--- src/rtl/clu_asm.sv ---
module clu_asm #(
  parameter int LANES      = 6,
  parameter int BPL        = 6,
  parameter int SKEW_LIM   = 4,
  parameter int LANE_DEPTH = 10
) (
  input  logic               clk,
  input  logic               rst_n,
  input  logic [LANES-1:0]   lane_vld,
  input  logic [LANES*8-1:0] lane_byte,
  input  logic               eoe,
  output logic               out_wr,
  output logic [31:0]        out_word
);
  localparam int REC_W = LANES*BPL*8;
  localparam int WORDS = REC_W/32;
  localparam int CW    = $clog2(LANE_DEPTH+1);
  localparam int WLW   = $clog2(WORDS+1);
  localparam logic [CW-1:0]  BPL_C = CW'(BPL);
  localparam logic [CW-1:0]  DEP_C = CW'(LANE_DEPTH);
  localparam logic [CW-1:0]  SKW_C = CW'(SKEW_LIM);
  localparam logic [WLW-1:0] RELOAD = WLW'(WORDS-1);

  logic [7:0]     lbuf [LANES][LANE_DEPTH];
  logic [7:0]     nbuf [LANES][LANE_DEPTH];
  logic [CW-1:0]  cnt  [LANES];
  logic [CW-1:0]  ncnt [LANES];
  logic [REC_W-1:0] rec, srec;
  logic [WLW-1:0] wleft;
  logic [15:0]    evt_id, clu_cnt;
  logic hdr_sent, eoe_pend, skew_err;
  logic complete, trunc_now, skew_now, drop_now;
  logic idle, do_hdr, do_pop, do_close;

  always_comb begin
    complete  = 1'b1;
    trunc_now = 1'b0;
    rec       = '0;
    for (int l = 0; l < LANES; l++) begin
      if (cnt[l] < BPL_C) complete = 1'b0;
      if (cnt[l] != '0)   trunc_now = 1'b1;
      for (int b = 0; b < BPL; b++)
        rec[REC_W-1-8*(l*BPL+b) -: 8] = lbuf[l][b];
    end
  end

  assign idle     = (wleft == '0);
  assign do_hdr   = idle && !hdr_sent && (complete || eoe_pend);
  assign do_pop   = idle && hdr_sent && complete;
  assign do_close = idle && hdr_sent && eoe_pend && !complete;

  always_comb begin
    logic [CW-1:0] base, mx, mn;
    drop_now = 1'b0;
    mx = '0;
    mn = DEP_C;
    for (int l = 0; l < LANES; l++) begin
      nbuf[l] = lbuf[l];
      base = cnt[l];
      if (do_pop) begin
        base = cnt[l] - BPL_C;
        for (int k = 0; k < LANE_DEPTH-BPL; k++) nbuf[l][k] = lbuf[l][k+BPL];
        for (int k = LANE_DEPTH-BPL; k < LANE_DEPTH; k++) nbuf[l][k] = '0;
      end
      ncnt[l] = base;
      if (do_close) begin
        ncnt[l] = '0;
      end else if (lane_vld[l]) begin
        if (base < DEP_C) begin
          nbuf[l][base] = lane_byte[8*l +: 8];
          ncnt[l] = base + 1'b1;
        end else begin
          drop_now = 1'b1;
        end
      end
      if (ncnt[l] > mx) mx = ncnt[l];
      if (ncnt[l] < mn) mn = ncnt[l];
    end
    skew_now = (mx - mn) > SKW_C;
  end

  always_ff @(posedge clk) begin
    if (!rst_n) begin
      for (int l = 0; l < LANES; l++) begin
        cnt[l] <= '0;
        for (int k = 0; k < LANE_DEPTH; k++) lbuf[l][k] <= '0;
      end
      srec     <= '0;
      wleft    <= '0;
      evt_id   <= '0;
      clu_cnt  <= '0;
      hdr_sent <= 1'b0;
      eoe_pend <= 1'b0;
      skew_err <= 1'b0;
      out_wr   <= 1'b0;
      out_word <= '0;
    end else begin
      lbuf     <= nbuf;
      cnt      <= ncnt;
      eoe_pend <= do_close ? 1'b0 : (eoe_pend | eoe);
      skew_err <= do_close ? 1'b0 : (skew_err | skew_now | drop_now);
      if (do_hdr)   hdr_sent <= 1'b1;
      if (do_close) hdr_sent <= 1'b0;
      if (do_pop)   clu_cnt  <= clu_cnt + 16'd1;
      if (do_close) clu_cnt  <= '0;
      if (do_close) evt_id   <= evt_id + 16'd1;
      out_wr <= do_hdr | do_pop | do_close | !idle;
      if (do_hdr)
        out_word <= {16'hC1A5, evt_id};
      else if (do_pop)
        out_word <= rec[REC_W-1 -: 32];
      else if (do_close)
        out_word <= {8'hE0, 6'd0, trunc_now, skew_err, clu_cnt};
      else if (!idle)
        out_word <= srec[REC_W-1 -: 32];
      if (do_pop) begin
        srec  <= rec << 32;
        wleft <= RELOAD;
      end else if (!idle) begin
        srec  <= srec << 32;
        wleft <= wleft - 1'b1;
      end
    end
  end
endmodule

--- config.mk ---
export PLATFORM = sky130hd
export DESIGN_NAME = clu_asm
export DESIGN_NICKNAME = d
export VERILOG_FILES = /design/src/rtl/clu_asm.sv
export SDC_FILE = /design/constraint.sdc
export NUM_CORES = 2
export LEC_CHECK = 0
export ABC_AREA = 1
export ABC_CLOCK_PERIOD_IN_PS = 13800
export BUFFER_PORTS_ARGS = -buffer_cell sky130_fd_sc_hd__buf_4
export CAP_MARGIN = 20
export CORE_MARGIN = 2
export CORE_UTILIZATION = 47
export DETAILED_ROUTE_END_ITERATION = 6
export PLACE_DENSITY = 0.6
export SYNTH_ARGS = -nofsm -noshare
export SYNTH_HDL_FRONTEND = slang
export SYNTH_SLANG_ARGS = --single-unit
export TNS_END_PERCENT = 100
--- constraint.sdc ---
create_clock -name clk -period 13.8 [get_ports clk]
set_input_delay 1.38 -clock clk [delete_from_list [all_inputs] [get_ports clk]]
set_output_delay 1.38 -clock clk [all_outputs]
set_load 0.01 [all_outputs]
== Word-level counts from Yosys, hierarchy flattened ==
Index checks and enable logic that the tools add are counted.

* Equality and inequality tests: 3
* $add $sub $neg: 16
* Mux-type cells: 116
* Reductions and logical operators: 26
* Bitwise logic cells: 13
* Magnitude comparators: 37

{| class="wikitable"
|+ Operator list
! cell !! number
|-
| 80-bit 2-to-1 mux || 24
|-
| 288-bit 2-to-1 mux || 2
|-
| 80-bit bitwise mux || 6
|-
| 8-bit demux with 4-bit select || 6
|-
| 4-bit 2-to-1 mux || 38
|-
| 32-bit 2-to-1 mux || 4
|-
| 8-bit 2-to-1 mux || 6
|-
| 16-bit by 1-bit adder with 16-bit output, second input constant || 2
|-
| 5-bit greater-or-equal comparator, second input constant || 6
|-
| 5-bit by 1-bit < comparator with 1-bit output, second input constant || 6
|-
| 1-bit 2-to-1 mux || 30
|-
| 4-bit NOT with 5-bit output || 6
|-
| 4-bit < comparator, second input constant || 7
|-
| 4-bit by 1-bit adder with 4-bit output, second input constant || 6
|-
| 4-bit by 3-bit < comparator with 1-bit output, second input constant || 6
|-
| 4-bit nonzero test || 6
|-
| 4-bit by 3-bit subtractor with 4-bit output, second input constant || 6
|-
| 4-bit > comparator || 5
|-
| 4-bit < comparator || 5
|-
| 1-bit logical AND || 12
|-
| 1-bit bitwise OR || 6
|-
| 2-bit OR reduction || 3
|-
| 4-bit by 1-bit > comparator with 1-bit output, second input constant || 1
|-
| 4-bit by 3-bit > comparator with 1-bit output, second input constant || 1
|-
| 9 further kinds || 11
|}

* Logic and storage cells: 288
* Register bits: 832

== Depth between registers and ports, before layout ==
* Word-level depth: 29
* Mapped depth: 66
* Depth with buffers taken out: 66

== Least setup slack after synthesis ==
Ideal clock, no wire load.

* Path kind: in2reg
* From: in lane_vld[1]
* To: reg skew_err
* Library setup time: 0.110 ns
* Path slack: 5.861 ns
* Arrival: 7.829 ns
* Cell stages on the path: 50
* Data required time: 13.690 ns
* Cells stage by stage: inv_1 > o41ai_1 > nand2_1 > inv_1 > ha_1 > nand2_1 > inv_1 > a32oi_1 > nand2_1 > o21ai_0 > inv_1 > ha_1 > inv_1 > nor2_1 > o21ai_0 > a32oi_1 > inv_1 > nand2_1 > [... 14 more ...] > nand2_1 > o21ai_0 > ha_1 > nand2_1 > inv_1 > o21ai_0 > a32oi_1 > inv_1 > nand2_1 > o21ai_1 > fa_1 > nand2_1 > nand3_1 > nand2_1 > a221oi_1 > nand3_1 > nand2_1 > inv_1

{| class="wikitable"
|+ RTL lines
! element !! line !! source
|-
| start, declared || 9 || <nowiki>input logic [LANES-1:0] lane_vld,</nowiki>
|-
| end signal, assigned || 101 || <nowiki>skew_err <= do_close ? 1'b0 : (skew_err | skew_now | drop_now);</nowiki>
|-
| end, declared || 31 || <nowiki>logic hdr_sent, eoe_pend, skew_err;</nowiki>
|}

==> impl_metrics.csv <==
group,metric,value,unit
worst_setup_path,path_buf_inv,13,
cts,htreeDepth,3,
floorplanning,die-height,282,um
drt,drt.antenna.violating_nets,0,
synthesis,syn-cell-area,36400,um2
sta,hold_violations,0,
sta,fmax,0.102,GHz
synthesis,yosysUniqueCellTypes,59,
drt,viasPerCell,5.58,
sta,slew_headroom,0.240,
worst_setup_path,required,14.33,ns
drt,routed_wl,112000,um
synthesis,ys_ff_latch,832,
flow_run,maxCapViolCount,0,
synthesis,netlist_instances,4895,
cts,clk_pin_slew,0.06,ns
floorplanning,row_count,102,
synthesis,synth_top_area_share,0.458,
worst_setup_path,critPathTopFamily,"compound AO/OA/AOI/OAI gates",
synthesis,synth_edf_count,0,
worst_setup_path,cp.arrival,10.38,ns
worst_setup_path,rrSetupSlack,3.95,ns
synthesis,ys_top_cells_by_area,"dfxtp_1, nand2_1, o21ai_0, a21oi_1, a211oi_1",
cts,cts_resized,0,
floorplanning,io_pins,90,
cts,clock_latency,0.64,ns
cts,hold_buffers,0,
grt,antenna_found_initial,3,
synthesis,synth_area_leader_cell,"dfxtp_1",
drt,vias,32900,
cts,cts_tree,"yes",
sta,timing.final.crit_share,0.713,
grt,grt_max_degree,223,
sta,setup_viol,0,
sta,finalMaxSlewViolations,0,
sta,clock_skew,0.0226,ns
synthesis,async_reset_ff_frac,0,
synthesis,ys_seq_area_frac,0.458,
synthesis,yosys_warnings,0,
floorplanning,coreArea,77100,um2
status,outcome,"finished clean",
cts,root_buffer,"clkbuf_16",
sta,grt_setup_unrepaired,"false",
synthesis,synth-main-ff-cell,"dfxtp_1",
worst_setup_path,worstSetupPathType,"reg2reg",
worst_hold_path,hold_path_startpoint,"evt_id[15]",
cts,clk_path_buf_depth,3,
final_layout,final_nets,4918,
worst_setup_path,cp_max_fo,205,
drt,drt_iter0_drc,2839,
worst_hold_path,min_path_type,"reg2reg",
power,power.density,189,nW/um2
grt,grt_usage,0.275,
place,post_dp_cell_area,37500,um2
worst_setup_path,worstSetupStartpointType,"register",
cts,numCtsBuffers,90,
place,gp_congestion,0.872,
sta,fin_setup_tns,0,ns
worst_setup_path,cp_slowest_cell,"fa_1",
worst_setup_path,cp-startpoint,"wleft[0]",
grt,grt_pass1_vias,29900,
cts,cts_sinks,832,
final_layout,design_area,40400,um2
place,io_buffer_count,89,
floorplanning,die_width,282,um
sta,worstMarginPinSlew,1.14,ns
worst_setup_path,reg2reg_from,"wleft[0]",
final_layout,area.growth.synth_to_final,11.2,%
grt,grt_pass1_wl,173000,um
worst_setup_path,cp_slowest_stage_delay,0.57,ns
drt,wl_per_cell,19.0,um
final_layout,drive_gt1_frac,0.0840,
power,ir_drop,0.134,mV
cts,postCtsSetupBuffers,0,
sta,period_needed,9.85,ns
place,hpwl,71300,um
drt,dr.pass1.iters,6,
floorplanning,initial_core_util,0.472,
power,p_leak,16.1,nW
synthesis,synthesis.nets,5023,
drt,drc_errors,0,
worst_setup_path,worst_path_most_repeated_cell,"inv_1",
worst_setup_path,crit_path_end_kind,"register",
grt,grt_overflow,0,
floorplanning,dieArea,79600,um2
synthesis,avgSynthCellArea,7.43,um2
final cells by class:
class	count	area, um2
Multi-Input combinational cell	3448	17400
Antenna cell	2	5.00
Fill cell	7729	36600
Tap cell	1040	1300
Clock buffer	135	2670
Sequential cell	832	16700
Timing Repair Buffer	144	1130
Clock inverter	22	176
Inverter	274	1060
power by group:
group | internal [mW] | switching (mW)
registers | 2.70 | 0.196
clock network | 1.36 | 0.992
logic | 0.778 | 1.60
total | 4.84 | 2.79
metrics by stage:
stage,worst slack (ns),instances,util,hold slack [ns],power (mW)
final,3.95,5897,0.525,0.456,7.62
after global routing,2.87,5896,0.525,0.472,8.09
after CTS,4.16,5889,0.524,0.450,7.66
after detailed placement,4.20,5732,0.487,0.448,5.31
after global placement,4.31,5731,0.487,0.439,5.28
after floorplan,5.86,4895,-,0.427,4.55
routing by layer:
layer | up-vias | routed length, um | GRT usage
met2 | 747 | 51900 | 0.449
li1 | 16500 | - | -
met4 | 2 | 3500 | 0.0878
met5 | - | 12 | 0
met3 | 166 | 4870 | 0.0328
met1 | 15500 | 51500 | 0.378
synth_stat cells (28+ instances only):
master,instances
o211ai_1,29
nand2_2,28
o21ai_0,766
a31oi_1,33
a21oi_1,756
or2_2,36
nor2_1,129
nand2_1,1156
nand3_1,67
a211oi_1,169
dfxtp_1,832
ha_1,70
clkbuf_1,335
nor3_1,47
inv_1,245
worst paths after layout:
path | endpoint | cells after the start
worst max-delay path | skew_err | 59
worst min-delay path | evt_id[15] | 1
worst max register to register | skew_err | 59
worst min register to register | evt_id[15] | 1
state kept, by name, summed over array words and instances, names as in the netlist, 4 cells and up:
name and flops:
clu_cnt 16, cnt 24, evt_id 16, lbuf 480
out_word 32, srec 256, wleft 4
worst register-to-register path, delay by kind of cell, from the launching register on:
kind | cells | cell delay [ns]
DFF | 1 | 0.31
and+or+nand+nor | 23 | 3.04
adders and majority gates | 7 | 2.25
AOI/OAI and AO/OA | 16 | 2.98
buffers and inverters | 13 | 1.14
logic make-up (layout without fill, tap and decap cells):
logic type / Yosys count / in the layout / synth area share
flops: 832 / 832 / 0.458
buf+inv: 615 / 575 / 0.0639
fa+ha+maj: 71 / 71 / 0.0246
xor+xnor: 12 / 12 / 0.00382
other cells: 0 / 2 / 0
compound gates: 1822 / 1822 / 0.272
simple gates: 1543 / 1543 / 0.178
layout by cell type, fill, tap and decap left out, types with 5 or more instances in the layout:
cell       synthesis  layout
nand3_1           67      67
clkinv_2           1      15
nor2_1           129     129
a22oi_1            7       7
a21oi_1          756     756
o21ai_0          766     766
o21ai_1            7       7
or2_2             36      36
nor2_2             5       5
nand4_1           27      27
o41ai_1            5       5
clkbuf_1         335      24
nand2_2           28      29
clkinv_1          14      13
clkbuf_8           0      19
o221ai_1           5       5
nand3_2            7       7
a211oi_1         169     169
nand2_1         1156    1154
dfxtp_1          832     832
a311oi_1           6       6
a221oi_1          16      16
xor2_1             8       8
inv_2             14      14
nor3_1            47      44
nand2_4            9      10
a31oi_1           33      33
inv_1            245     244
o211ai_1          29      29
ha_1              70      70
buf_4              1     139
nor4_1            16      12
clkbuf_16          0      93
Power figures use the tool's default switching activity.
